[config.mk]
export PLATFORM = sky130hd
export DESIGN_NAME = mdio_reg_bridge
export DESIGN_NICKNAME = d
export VERILOG_FILES = /design/src/rtl/mdio_bridge_pkg.sv /design/src/rtl/mdio_step_engine.sv /design/src/rtl/mdio_seq_ctrl.sv /design/src/rtl/mdio_reg_bridge.sv
export SDC_FILE = /design/constraint.sdc
export NUM_CORES = 1
export LEC_CHECK = 0
export ABC_AREA = 1
export BUFFER_PORTS_ARGS = -buffer_cell sky130_fd_sc_hd__buf_2
export CAP_MARGIN = 20
export CORE_MARGIN = 1.5
export CORE_UTILIZATION = 40
export DETAILED_ROUTE_END_ITERATION = 7
export PLACE_DENSITY = 0.74
export SLEW_MARGIN = 40
export SYNTH_ARGS = -nofsm -noshare
export SYNTH_HDL_FRONTEND = slang
export SYNTH_SLANG_ARGS = --single-unit
[constraint.sdc]
create_clock -name clk -period 1.3 [get_ports clk]
set_input_delay 0.13 -clock clk [delete_from_list [all_inputs] [get_ports clk]]
set_output_delay 0.13 -clock clk [all_outputs]
set_load 0.1 [all_outputs]
[src/rtl/mdio_bridge_pkg.sv]
package mdio_bridge_pkg;

  typedef enum logic [1:0] {
    OP_READ     = 2'b00,
    OP_WRITE    = 2'b01,
    OP_RMW      = 2'b10,
    OP_READ_ALT = 2'b11
  } op_e;

  typedef enum logic [1:0] {
    STEP_PAGE = 2'd0,
    STEP_LOW  = 2'd1,
    STEP_HIGH = 2'd2
  } step_e;

  localparam logic [4:0] TARGET_PHY = 5'h1F;
  localparam logic [4:0] PAGE_REG   = 5'h1F;
  localparam logic [4:0] HIGH_REG   = 5'h10;
  localparam int         PAGE_LSB   = 6;
  localparam int         WORD_LSB   = 2;
  localparam int         WORD_W     = 4;

endpackage

[src/rtl/mdio_step_engine.sv]
module mdio_step_engine
  import mdio_bridge_pkg::*;
#(
  parameter int TIMEOUT_CYC = 64
) (
  input  logic        clk,
  input  logic        rst_n,
  input  logic        go,
  input  logic        go_write,
  input  logic [4:0]  go_reg,
  input  logic [15:0] go_wdata,
  output logic        fin,
  output logic [15:0] fin_data,
  output logic        fin_timeout,
  output logic        cmd_start,
  output logic        cmd_write,
  output logic [4:0]  cmd_phy,
  output logic [4:0]  cmd_reg,
  output logic [15:0] cmd_wdata,
  input  logic        cmd_busy,
  input  logic [15:0] cmd_rdata
);

  localparam int CNT_W = $clog2(TIMEOUT_CYC + 1);

  typedef enum logic [1:0] {E_IDLE, E_PRE, E_ISSUE, E_POST} est_e;

  est_e              st;
  logic [CNT_W-1:0]  cnt;
  logic              wr_q;
  logic [4:0]        reg_q;
  logic [15:0]       wd_q;
  logic              at_limit;

  assign at_limit = (cnt == CNT_W'(TIMEOUT_CYC - 1));

  always_ff @(posedge clk) begin
    if (!rst_n) begin
      st          <= E_IDLE;
      cnt         <= '0;
      wr_q        <= 1'b0;
      reg_q       <= '0;
      wd_q        <= '0;
      fin         <= 1'b0;
      fin_data    <= '0;
      fin_timeout <= 1'b0;
    end else begin
      fin <= 1'b0;
      unique case (st)
        E_IDLE: begin
          if (go) begin
            wr_q  <= go_write;
            reg_q <= go_reg;
            wd_q  <= go_wdata;
            cnt   <= '0;
            st    <= E_PRE;
          end
        end
        E_PRE: begin
          if (!cmd_busy) begin
            st <= E_ISSUE;
          end else if (at_limit) begin
            fin         <= 1'b1;
            fin_timeout <= 1'b1;
            fin_data    <= 16'hFFFF;
            st          <= E_IDLE;
          end else begin
            cnt <= cnt + 1'b1;
          end
        end
        E_ISSUE: begin
          cnt <= '0;
          st  <= E_POST;
        end
        E_POST: begin
          if (!cmd_busy) begin
            fin         <= 1'b1;
            fin_timeout <= 1'b0;
            fin_data    <= wr_q ? 16'h0000 : cmd_rdata;
            st          <= E_IDLE;
          end else if (at_limit) begin
            fin         <= 1'b1;
            fin_timeout <= 1'b1;
            fin_data    <= 16'hFFFF;
            st          <= E_IDLE;
          end else begin
            cnt <= cnt + 1'b1;
          end
        end
        default: st <= E_IDLE;
      endcase
    end
  end

  assign cmd_start = (st == E_ISSUE);
  assign cmd_write = wr_q;
  assign cmd_phy   = TARGET_PHY;
  assign cmd_reg   = reg_q;
  assign cmd_wdata = wd_q;

  // strobe lasts one cycle and never overlaps a busy master
  assert_start_pulse_R7: assert property (@(posedge clk) disable iff (!rst_n)
    cmd_start |=> !cmd_start);
  assert_no_start_busy_R7: assert property (@(posedge clk) disable iff (!rst_n)
    cmd_start |-> !cmd_busy);
  // busy low after issue closes the step on the next edge
  assert_post_finish_R8: assert property (@(posedge clk) disable iff (!rst_n)
    (st == E_POST && !cmd_busy) |=> (fin && !fin_timeout));
  // wait counter never passes the limit
  assert_wait_bound_R9: assert property (@(posedge clk) disable iff (!rst_n)
    cnt < CNT_W'(TIMEOUT_CYC));

endmodule

[src/rtl/mdio_seq_ctrl.sv]
module mdio_seq_ctrl
  import mdio_bridge_pkg::*;
#(
  parameter int ADDR_W = 16
) (
  input  logic              clk,
  input  logic              rst_n,
  input  logic              req_valid,
  output logic              req_ready,
  input  logic [1:0]        req_op,
  input  logic [ADDR_W-1:0] req_addr,
  input  logic [31:0]       req_wdata,
  input  logic [31:0]       req_mask,
  output logic              rsp_done,
  output logic [31:0]       rsp_rdata,
  output logic              rsp_err,
  output logic              go,
  output logic              go_write,
  output logic [4:0]        go_reg,
  output logic [15:0]       go_wdata,
  input  logic              fin,
  input  logic [15:0]       fin_data,
  input  logic              fin_timeout
);

  localparam int PAGE_W = ADDR_W - PAGE_LSB;

  typedef enum logic [1:0] {Q_IDLE, Q_LAUNCH, Q_WAIT, Q_DONE} qst_e;

  qst_e               st;
  step_e              step;
  logic               wr_phase;
  logic               rmw_q;
  logic               err_q;
  logic [PAGE_W-1:0]  page_q;
  logic [WORD_W-1:0]  word_q;
  logic [31:0]        wdata_q;
  logic [31:0]        mask_q;
  logic [15:0]        lo_q;
  logic [15:0]        hi_q;
  logic               accept;
  logic               addr_lsb_unused;

  assign addr_lsb_unused = ^req_addr[WORD_LSB-1:0];
  assign accept          = req_valid && req_ready;

  always_ff @(posedge clk) begin
    if (!rst_n) begin
      st       <= Q_IDLE;
      step     <= STEP_PAGE;
      wr_phase <= 1'b0;
      rmw_q    <= 1'b0;
      err_q    <= 1'b0;
      page_q   <= '0;
      word_q   <= '0;
      wdata_q  <= '0;
      mask_q   <= '0;
      lo_q     <= '0;
      hi_q     <= '0;
    end else begin
      unique case (st)
        Q_IDLE: begin
          if (accept) begin
            page_q   <= req_addr[ADDR_W-1:PAGE_LSB];
            word_q   <= req_addr[WORD_LSB +: WORD_W];
            wdata_q  <= req_wdata;
            mask_q   <= req_mask;
            wr_phase <= (op_e'(req_op) == OP_WRITE);
            rmw_q    <= (op_e'(req_op) == OP_RMW);
            err_q    <= 1'b0;
            lo_q     <= '0;
            hi_q     <= '0;
            step     <= STEP_PAGE;
            st       <= Q_LAUNCH;
          end
        end
        Q_LAUNCH: st <= Q_WAIT;
        Q_WAIT: begin
          if (fin) begin
            err_q <= err_q | fin_timeout;
            if (!wr_phase && step == STEP_LOW)  lo_q <= fin_data;
            if (!wr_phase && step == STEP_HIGH) hi_q <= fin_data;
            if (step == STEP_HIGH) begin
              if (rmw_q && !wr_phase) begin
                wr_phase <= 1'b1;
                wdata_q  <= ({fin_data, lo_q} & ~mask_q) | wdata_q;
                step     <= STEP_PAGE;
                st       <= Q_LAUNCH;
              end else begin
                st <= Q_DONE;
              end
            end else begin
              step <= step_e'(step + 2'd1);
              st   <= Q_LAUNCH;
            end
          end
        end
        Q_DONE: st <= Q_IDLE;
        default: st <= Q_IDLE;
      endcase
    end
  end

  always_comb begin
    go       = (st == Q_LAUNCH);
    go_write = wr_phase || (step == STEP_PAGE);
    unique case (step)
      STEP_PAGE: begin
        go_reg   = PAGE_REG;
        go_wdata = 16'(page_q);
      end
      STEP_LOW: begin
        go_reg   = 5'(word_q);
        go_wdata = wdata_q[15:0];
      end
      default: begin
        go_reg   = HIGH_REG;
        go_wdata = wdata_q[31:16];
      end
    endcase
  end

  assign req_ready = (st == Q_IDLE);
  assign rsp_done  = (st == Q_DONE);
  assign rsp_rdata = {hi_q, lo_q};
  assign rsp_err   = err_q;

  // an accepted request blocks the port on the next cycle
  assert_accept_blocks_R10: assert property (@(posedge clk) disable iff (!rst_n)
    accept |=> !req_ready);
  // completion is a single-cycle pulse, followed by idle
  assert_done_pulse_R10: assert property (@(posedge clk) disable iff (!rst_n)
    rsp_done |=> (!rsp_done && req_ready));
  // step sequence never leaves its three slots
  assert_step_range_R2: assert property (@(posedge clk) disable iff (!rst_n)
    step != 2'd3);

endmodule

[src/rtl/mdio_reg_bridge.sv]
module mdio_reg_bridge
  import mdio_bridge_pkg::*;
#(
  parameter int ADDR_W      = 16,
  parameter int TIMEOUT_CYC = 64
) (
  input  logic              clk,
  input  logic              rst_n,
  input  logic              req_valid,
  output logic              req_ready,
  input  logic [1:0]        req_op,
  input  logic [ADDR_W-1:0] req_addr,
  input  logic [31:0]       req_wdata,
  input  logic [31:0]       req_mask,
  output logic              rsp_done,
  output logic [31:0]       rsp_rdata,
  output logic              rsp_err,
  output logic              mdio_start,
  output logic              mdio_write,
  output logic [4:0]        mdio_phy,
  output logic [4:0]        mdio_reg,
  output logic [15:0]       mdio_wdata,
  input  logic              mdio_busy,
  input  logic [15:0]       mdio_rdata
);

  logic        go;
  logic        go_write;
  logic [4:0]  go_reg;
  logic [15:0] go_wdata;
  logic        fin;
  logic [15:0] fin_data;
  logic        fin_timeout;

  mdio_seq_ctrl #(.ADDR_W(ADDR_W)) u_seq (
    .clk        (clk),
    .rst_n      (rst_n),
    .req_valid  (req_valid),
    .req_ready  (req_ready),
    .req_op     (req_op),
    .req_addr   (req_addr),
    .req_wdata  (req_wdata),
    .req_mask   (req_mask),
    .rsp_done   (rsp_done),
    .rsp_rdata  (rsp_rdata),
    .rsp_err    (rsp_err),
    .go         (go),
    .go_write   (go_write),
    .go_reg     (go_reg),
    .go_wdata   (go_wdata),
    .fin        (fin),
    .fin_data   (fin_data),
    .fin_timeout(fin_timeout)
  );

  mdio_step_engine #(.TIMEOUT_CYC(TIMEOUT_CYC)) u_eng (
    .clk        (clk),
    .rst_n      (rst_n),
    .go         (go),
    .go_write   (go_write),
    .go_reg     (go_reg),
    .go_wdata   (go_wdata),
    .fin        (fin),
    .fin_data   (fin_data),
    .fin_timeout(fin_timeout),
    .cmd_start  (mdio_start),
    .cmd_write  (mdio_write),
    .cmd_phy    (mdio_phy),
    .cmd_reg    (mdio_reg),
    .cmd_wdata  (mdio_wdata),
    .cmd_busy   (mdio_busy),
    .cmd_rdata  (mdio_rdata)
  );

  // commands leave with the fixed PHY address
  assert_fixed_phy_R1: assert property (@(posedge clk) disable iff (!rst_n)
    mdio_start |-> (mdio_phy == TARGET_PHY));

endmodule

### Word level (Yosys, flattened, before mapping)

Index checks and enable logic that the tools add are counted.

* register bits: 166
* bits in latches: 0
* memory bits (writable): 0
* ROM bits: 0
* memories kept: 0

* add/subtract/negate cells: 2
* $mul: 0
* div/mod/pow operators: 0
* magnitude comparators: 0
* equality and inequality tests: 22
* shift-type cells: 0
* mux-type cells: 54
* bitwise gates (word level): 4
* reduce and logical (&&, ||, !) cells: 22

Operator list (number)
* 16-bit two-way mux: 9
* 32-bit two-way mux: 4
* 16-bit one-hot mux with 2 select lines: 4
* 32-bit one-hot mux with 2 select lines: 1
* 32-bit bitwise AND: 1
* 32-bit inverter: 1
* 32-bit OR: 1
* 2-bit two-way mux: 12
* 7-bit two-way mux: 3
* 7-bit one-hot mux with 3 select lines: 1
* 2-bit one-hot mux with 4 select lines: 2
* 2-bit equality test, second input constant: 6
* 1-bit two-way mux: 12
* 2-bit by 1-bit != test with 1-bit output, second input constant: 6
* 4-bit AND reduction: 3
* 5-bit one-hot mux with 2 select lines: 1
* 2-bit by 1-bit equality test with 1-bit output, second input constant: 4
* 2-bit != test, second input constant: 4
* 1-bit one-hot mux with 2 select lines: 4
* 2-bit AND reduction: 4
* 7-bit by 1-bit adder with 7-bit output, second input constant: 1
* 7-bit by 6-bit equality test with 1-bit output, second input constant: 1
* 2-bit logical NOT: 3
* 3-bit AND reduction: 2
* other kinds (10): 14

### Depth between registers and ports, before layout

* depth in word-level cells: 7
* depth in mapped cells: 10
* gate-level depth less buffers: 9

### By module

Synthesis repeated with hierarchy kept, for this count alone.

* cells, all modules: 1035
* area total of the unflattened synthesis: 7268.2 um^2

By module, submodules not included
* mdio_seq_ctrl: times used 1, cells an instance 742, area each 5181.2 um^2
* mdio_step_engine: times used 1, cells an instance 293, area each 2087.0 um^2

### Worst setup path before layout

Ideal clock, no wire load.

* path type: flip-flop to flip-flop
* from: reg u_seq.st[0]
* to: reg u_seq.hi_q[10]
* arrival: 2.127 ns
* slack: -0.943 ns
* stages on the path, launching flop included: 11
* path buffers: 2
* period minus slack after synthesis: 2.243 ns
* path through: dfxtp_1 -> buf_6 -> nor2_2 -> nand2_1 -> nand2_4 -> inv_2 -> nand2_4 -> inv_2 -> buf_6 -> nor2_1 -> nor2_1

* longest elaborated chain between the ends: 4
* elaborated cells on any way between the ends: 9

Ends and longest elaborated chain
* from (decl): line mdio_seq_ctrl.sv:30 `qst_e st;`
* from (signal assigned): line mdio_seq_ctrl.sv:49 `st <= Q_IDLE;`
* from (signal assigned): line mdio_seq_ctrl.sv:74 `st <= Q_LAUNCH;`
* from (signal assigned): line mdio_seq_ctrl.sv:77 `Q_LAUNCH: st <= Q_WAIT;`
* 2-bit logical NOT (*): line mdio_seq_ctrl.sv:123 `assign req_ready = (st == Q_IDLE);`
* net req_ready: line mdio_reg_bridge.sv:10 `output logic req_ready,`
* 1-bit logical AND: line mdio_seq_ctrl.sv:45 `assign accept = req_valid && req_ready;`
* 2-bit != test (no line)
* 4-bit AND reduction (no line)
* to (signal assigned): line mdio_seq_ctrl.sv:82 `if (!wr_phase && step == STEP_HIGH) hi_q <= fin_data;`
* to (decl): line mdio_seq_ctrl.sv:40 `logic [15:0] hi_q;`

Mark *: on every way through the listed nets, which the timed path passes. The rest lies on a longest branch.
A chain may end at the register's enable or synchronous reset.

### Final worst setup path

* from: reg u_seq.wr_phase
* to: reg u_seq.wdata_q[31]

* longest elaborated chain between the ends: 4

Ends and longest elaborated chain
* from (decl): line mdio_seq_ctrl.sv:32 `logic wr_phase;`
* from (signal assigned): line mdio_seq_ctrl.sv:68 `wr_phase <= (op_e'(req_op) == OP_WRITE);`
* 1-bit logical NOT: line mdio_seq_ctrl.sv:84 `if (rmw_q && !wr_phase) begin`
* 1-bit logical AND: line mdio_seq_ctrl.sv:84
* 2-bit by 1-bit != test with 1-bit output (no line)
* 5-bit AND reduction (no line)
* to (signal assigned): line mdio_seq_ctrl.sv:66 `wdata_q <= req_wdata;`
* to (signal assigned): line mdio_seq_ctrl.sv:86 `wdata_q <= ({fin_data, lo_q} & ~mask_q) | wdata_q;`
* to (decl): line mdio_seq_ctrl.sv:37 `logic [31:0] wdata_q;`

Every way passes these cells.

==> summary.txt <==
Global routing
  • First-pass GRT wire length: 42100 um
  • Total GRT Usage: 30.5%
  • Initial antenna violation count: 0
  • Routing usage on met3: 8.65%
  • Vias in the first global route: 7893
  • Total grt overflow: 0
  • GR Util met2: 49.6%
  • GR peak layer: met2
  • M1 GR Usage: 36.3%
  • Largest net degree at the start of global routing: 42

Worst hold path
  • Hold crit path type: in -> reg
  • Hold path depth: 3

Synth
  • Asr flop ratio synth: 0%
  • Synth warnings: 0
  • Synth unique cells: 34
  • Mapped Area: 6880 sq um
  • Yosys reg bits: 166
  • Top_reg_cell synth: dfxtp_1
  • Post-synth EDFFs: 0
  • Syn Inst Count: 929
  • Sequential fraction of the synthesis area: 48.3%
  • Avg Inst Size Synth: 7.40 sq um

Timing
  • Final hold vios: 2
  • Slew Limit Fails: 0
  • Slew headroom: 59.5%
  • Period utilization: 126%
  • Crit path time final: 1640 ps
  • Fin Hold WS: -20.7 ps
  • Setup ws final: -344 ps
  • Highest Clock Rate: 608 MHz
  • Final setup viols: 168
  • Fin Clk Skew: 14.6 ps
  • Measured slew at the worst slew-check pin: 602 ps
  • RSZ-0062 raised after global routing: yes

Outcome
  • Failing checks: hold timing, setup timing
  • Run status: complete, but fails checks

Pwr
  • Power Total: 21.2 mW
  • Pwr Density: 1750 nW/um^2
  • Leak: 5.00 nW
  • VDD IR-drop max: 1.22 mV

Final layout
  • P&R area growth vs syn: 75.7%
  • Net count, final: 1350
  • Fill count: 1031
  • Biggest regs: u_seq.mask_q (32), u_seq.wdata_q (32)
  • Finished Cell Area: 12100 sq um
  • Antenna cells: 0
  • Layout cells sized above 1: 45.6%

Worst setup path
  • Crit start category: register
  • Crit path DAT: 2000 ps
  • Setup crit start: u_seq.wr_phase
  • Required @ worst endpoint: 1660 ps
  • Worst Setup EP: u_seq.wdata_q[31]
  • Critical path class: reg -> reg
  • FF-to-FF End: u_seq.wdata_q[31]
  • Critical path peak fanout: 10
  • Reg2reg path depth: 6
  • R2r setup slk: -340 ps
  • R2r startpoint: u_seq.wr_phase
  • CP endpoint kind: register

Clock network
  • Clock Latency Late Sink: 450 ps
  • Root buf cell: clkbuf_16
  • CTS Buffer Depth: 2
  • CTS tree: yes
  • CTS buffer count: 17
  • CTS clk-pin slew, worst paths: 70 ps
  • H-tree depth: 4
  • Clk sinks: 166

Floorplanning
  • FP Rows: 47
  • Core area: 16700 sq um
  • Die W: 134 um
  • Initial Util: 41.2%
  • Num ports: 165
  • Die ar.: 18000 sq um
  • Die Y: 134 um

Routing
  • Pre-Repair DR Iteration Count: 6
  • Routed via count: 8916
  • Overall routed net length: 34700 um
  • Initial DRC count: 1247
  • DRC: 0
  • Average wire per standard cell: 23.4 um
  • Vias per inst: 6.02
  • Antenna Nets Post-Route: 0

Placed design
  • Dpl cell area: 8600 sq um
  • # port buffers: 157
  • Final GP Congestion: 0.880
  • Post-DP HPWL: 16300 um

Run
  • MaxCap Viol Count: 0
==> Yosys cell counts, types with 3 or more instances <==
cell | number | share of area [%]
nand2_1 | 93 | 5.1
buf_4 | 10 | 1.1
nand3_1 | 33 | 2.4
o21ai_0 | 168 | 12
clkbuf_1 | 27 | 1.5
buf_6 | 5 | 0.82
inv_2 | 7 | 0.38
nand2_4 | 4 | 0.65
a211oi_1 | 3 | 0.33
dfxtp_1 | 166 | 48
nor2_1 | 186 | 10
buf_2 | 16 | 1.2
a21oi_1 | 68 | 4.9
buf_1 | 3 | 0.16
a221oi_1 | 5 | 0.64
inv_1 | 75 | 4.1
a31oi_1 | 37 | 3.4
==> what timing repair did <==
item / in CTS / in global routing
gates cloned: 10 / 16
hold buffers: 70 / 0
buffers inserted: 15 / 17
gates resized for setup: 246 / 264
setup endpoints to repair: 217 / 168
endpoints found under the hold margin: 69 / 0
pin swaps: 23 / 84
==> per-layer routing <==
metal  up-vias  part of all wire (%)  wire length, um
li1       3701                     -                -
met1      4104                    35            12100
met2       841                    44            15400
met3       270                    12             4280
met4         0                   8.3             2870
met5         -                     0                0
==> logic make-up after synthesis <==
logic type      after synthesis  share of synthesized area, %
compound gates              286                          22.1
xor+xnor                      2                         0.255
fa+ha+maj                     1                         0.182
buf+inv                     146                          9.39
flops                       166                          48.3
other cells                   1                        0.0545
simple gates                327                          19.7
==> worst min path at each step <==
stage,start,slack [ps],end
2_1_floorplan,req_mask[10],260,u_seq.mask_q[10]
3_3_place_gp,req_addr[11],350,u_seq.page_q[5]
3_5_place_dp,req_mask[10],360,u_seq.mask_q[10]
4_1_cts,req_wdata[17],4,u_seq.wdata_q[17]
5_1_grt,req_wdata[22],-20,u_seq.wdata_q[22]
6_report,req_wdata[22],-20,u_seq.wdata_q[22]
==> layout by cell type, fill, tap and decap left out, types with 6 or more instances in the layout <==
cell,n
nand2_2,9
nand2_1,75
buf_16,6
o21ai_2,74
nor2_1,137
dlygate4sd3_1,70
clkbuf_16,28
buf_4,105
nand2_4,11
a21oi_1,43
a31oi_1,22
a21oi_2,25
dfxtp_1,143
nor2_4,16
inv_1,67
o21ai_0,41
buf_6,28
o21ai_4,7
nor2_2,35
inv_4,6
o21ai_1,49
nand3_2,11
dfxtp_2,18
a31oi_4,8
buf_2,99
a31oi_2,7
nand3_1,19
buf_12,29
==> through the flow <==
| step | setup WS, ps | cells | setup TNS, ps | util, % |
|---|---|---|---|---|
| floorplan | -493 | 933 | -51100 | - |
| global placement | -224 | 1323 | -10220 | 51.5 |
| detailed placement | -241 | 1323 | -15290 | 51.5 |
| CTS | -134 | 1450 | -8450 | 64.7 |
| global route | -359 | 1480 | -29510 | 72.4 |
| finish | -344 | 1480 | -25090 | 72.4 |
==> final cells by class <==
cell class              count  area [sq um]  share of cell area [%]
clock buffers              24           472                    3.90
clock inverters             8          73.8                   0.611
inverters                  83           369                    3.05
multi-input cells         624          4090                    33.8
flip-flops and latches    166          3360                    27.8
well taps                 220           275                    2.28
repair buffers            354          3430                    28.4
repair inverters            1          11.3                  0.0932
==> critical path: stages, from the launching register on <==
cell and delay (ps):
dfxtp_1 340, inv_2 120, nand2_2 110, o21ai_4 410
clkbuf_16 280, nand3_1 110, a21oi_1 190
==> report_power, final <==
part           leakage [nW]  internal [mW]  switching [mW]  total (mW)
clock                 0.264           2.73            2.13        4.86
sequential             1.37           5.90           0.776        6.68
combinational          3.36           3.61            6.01        9.62
Power figures use the tool's default switching activity.
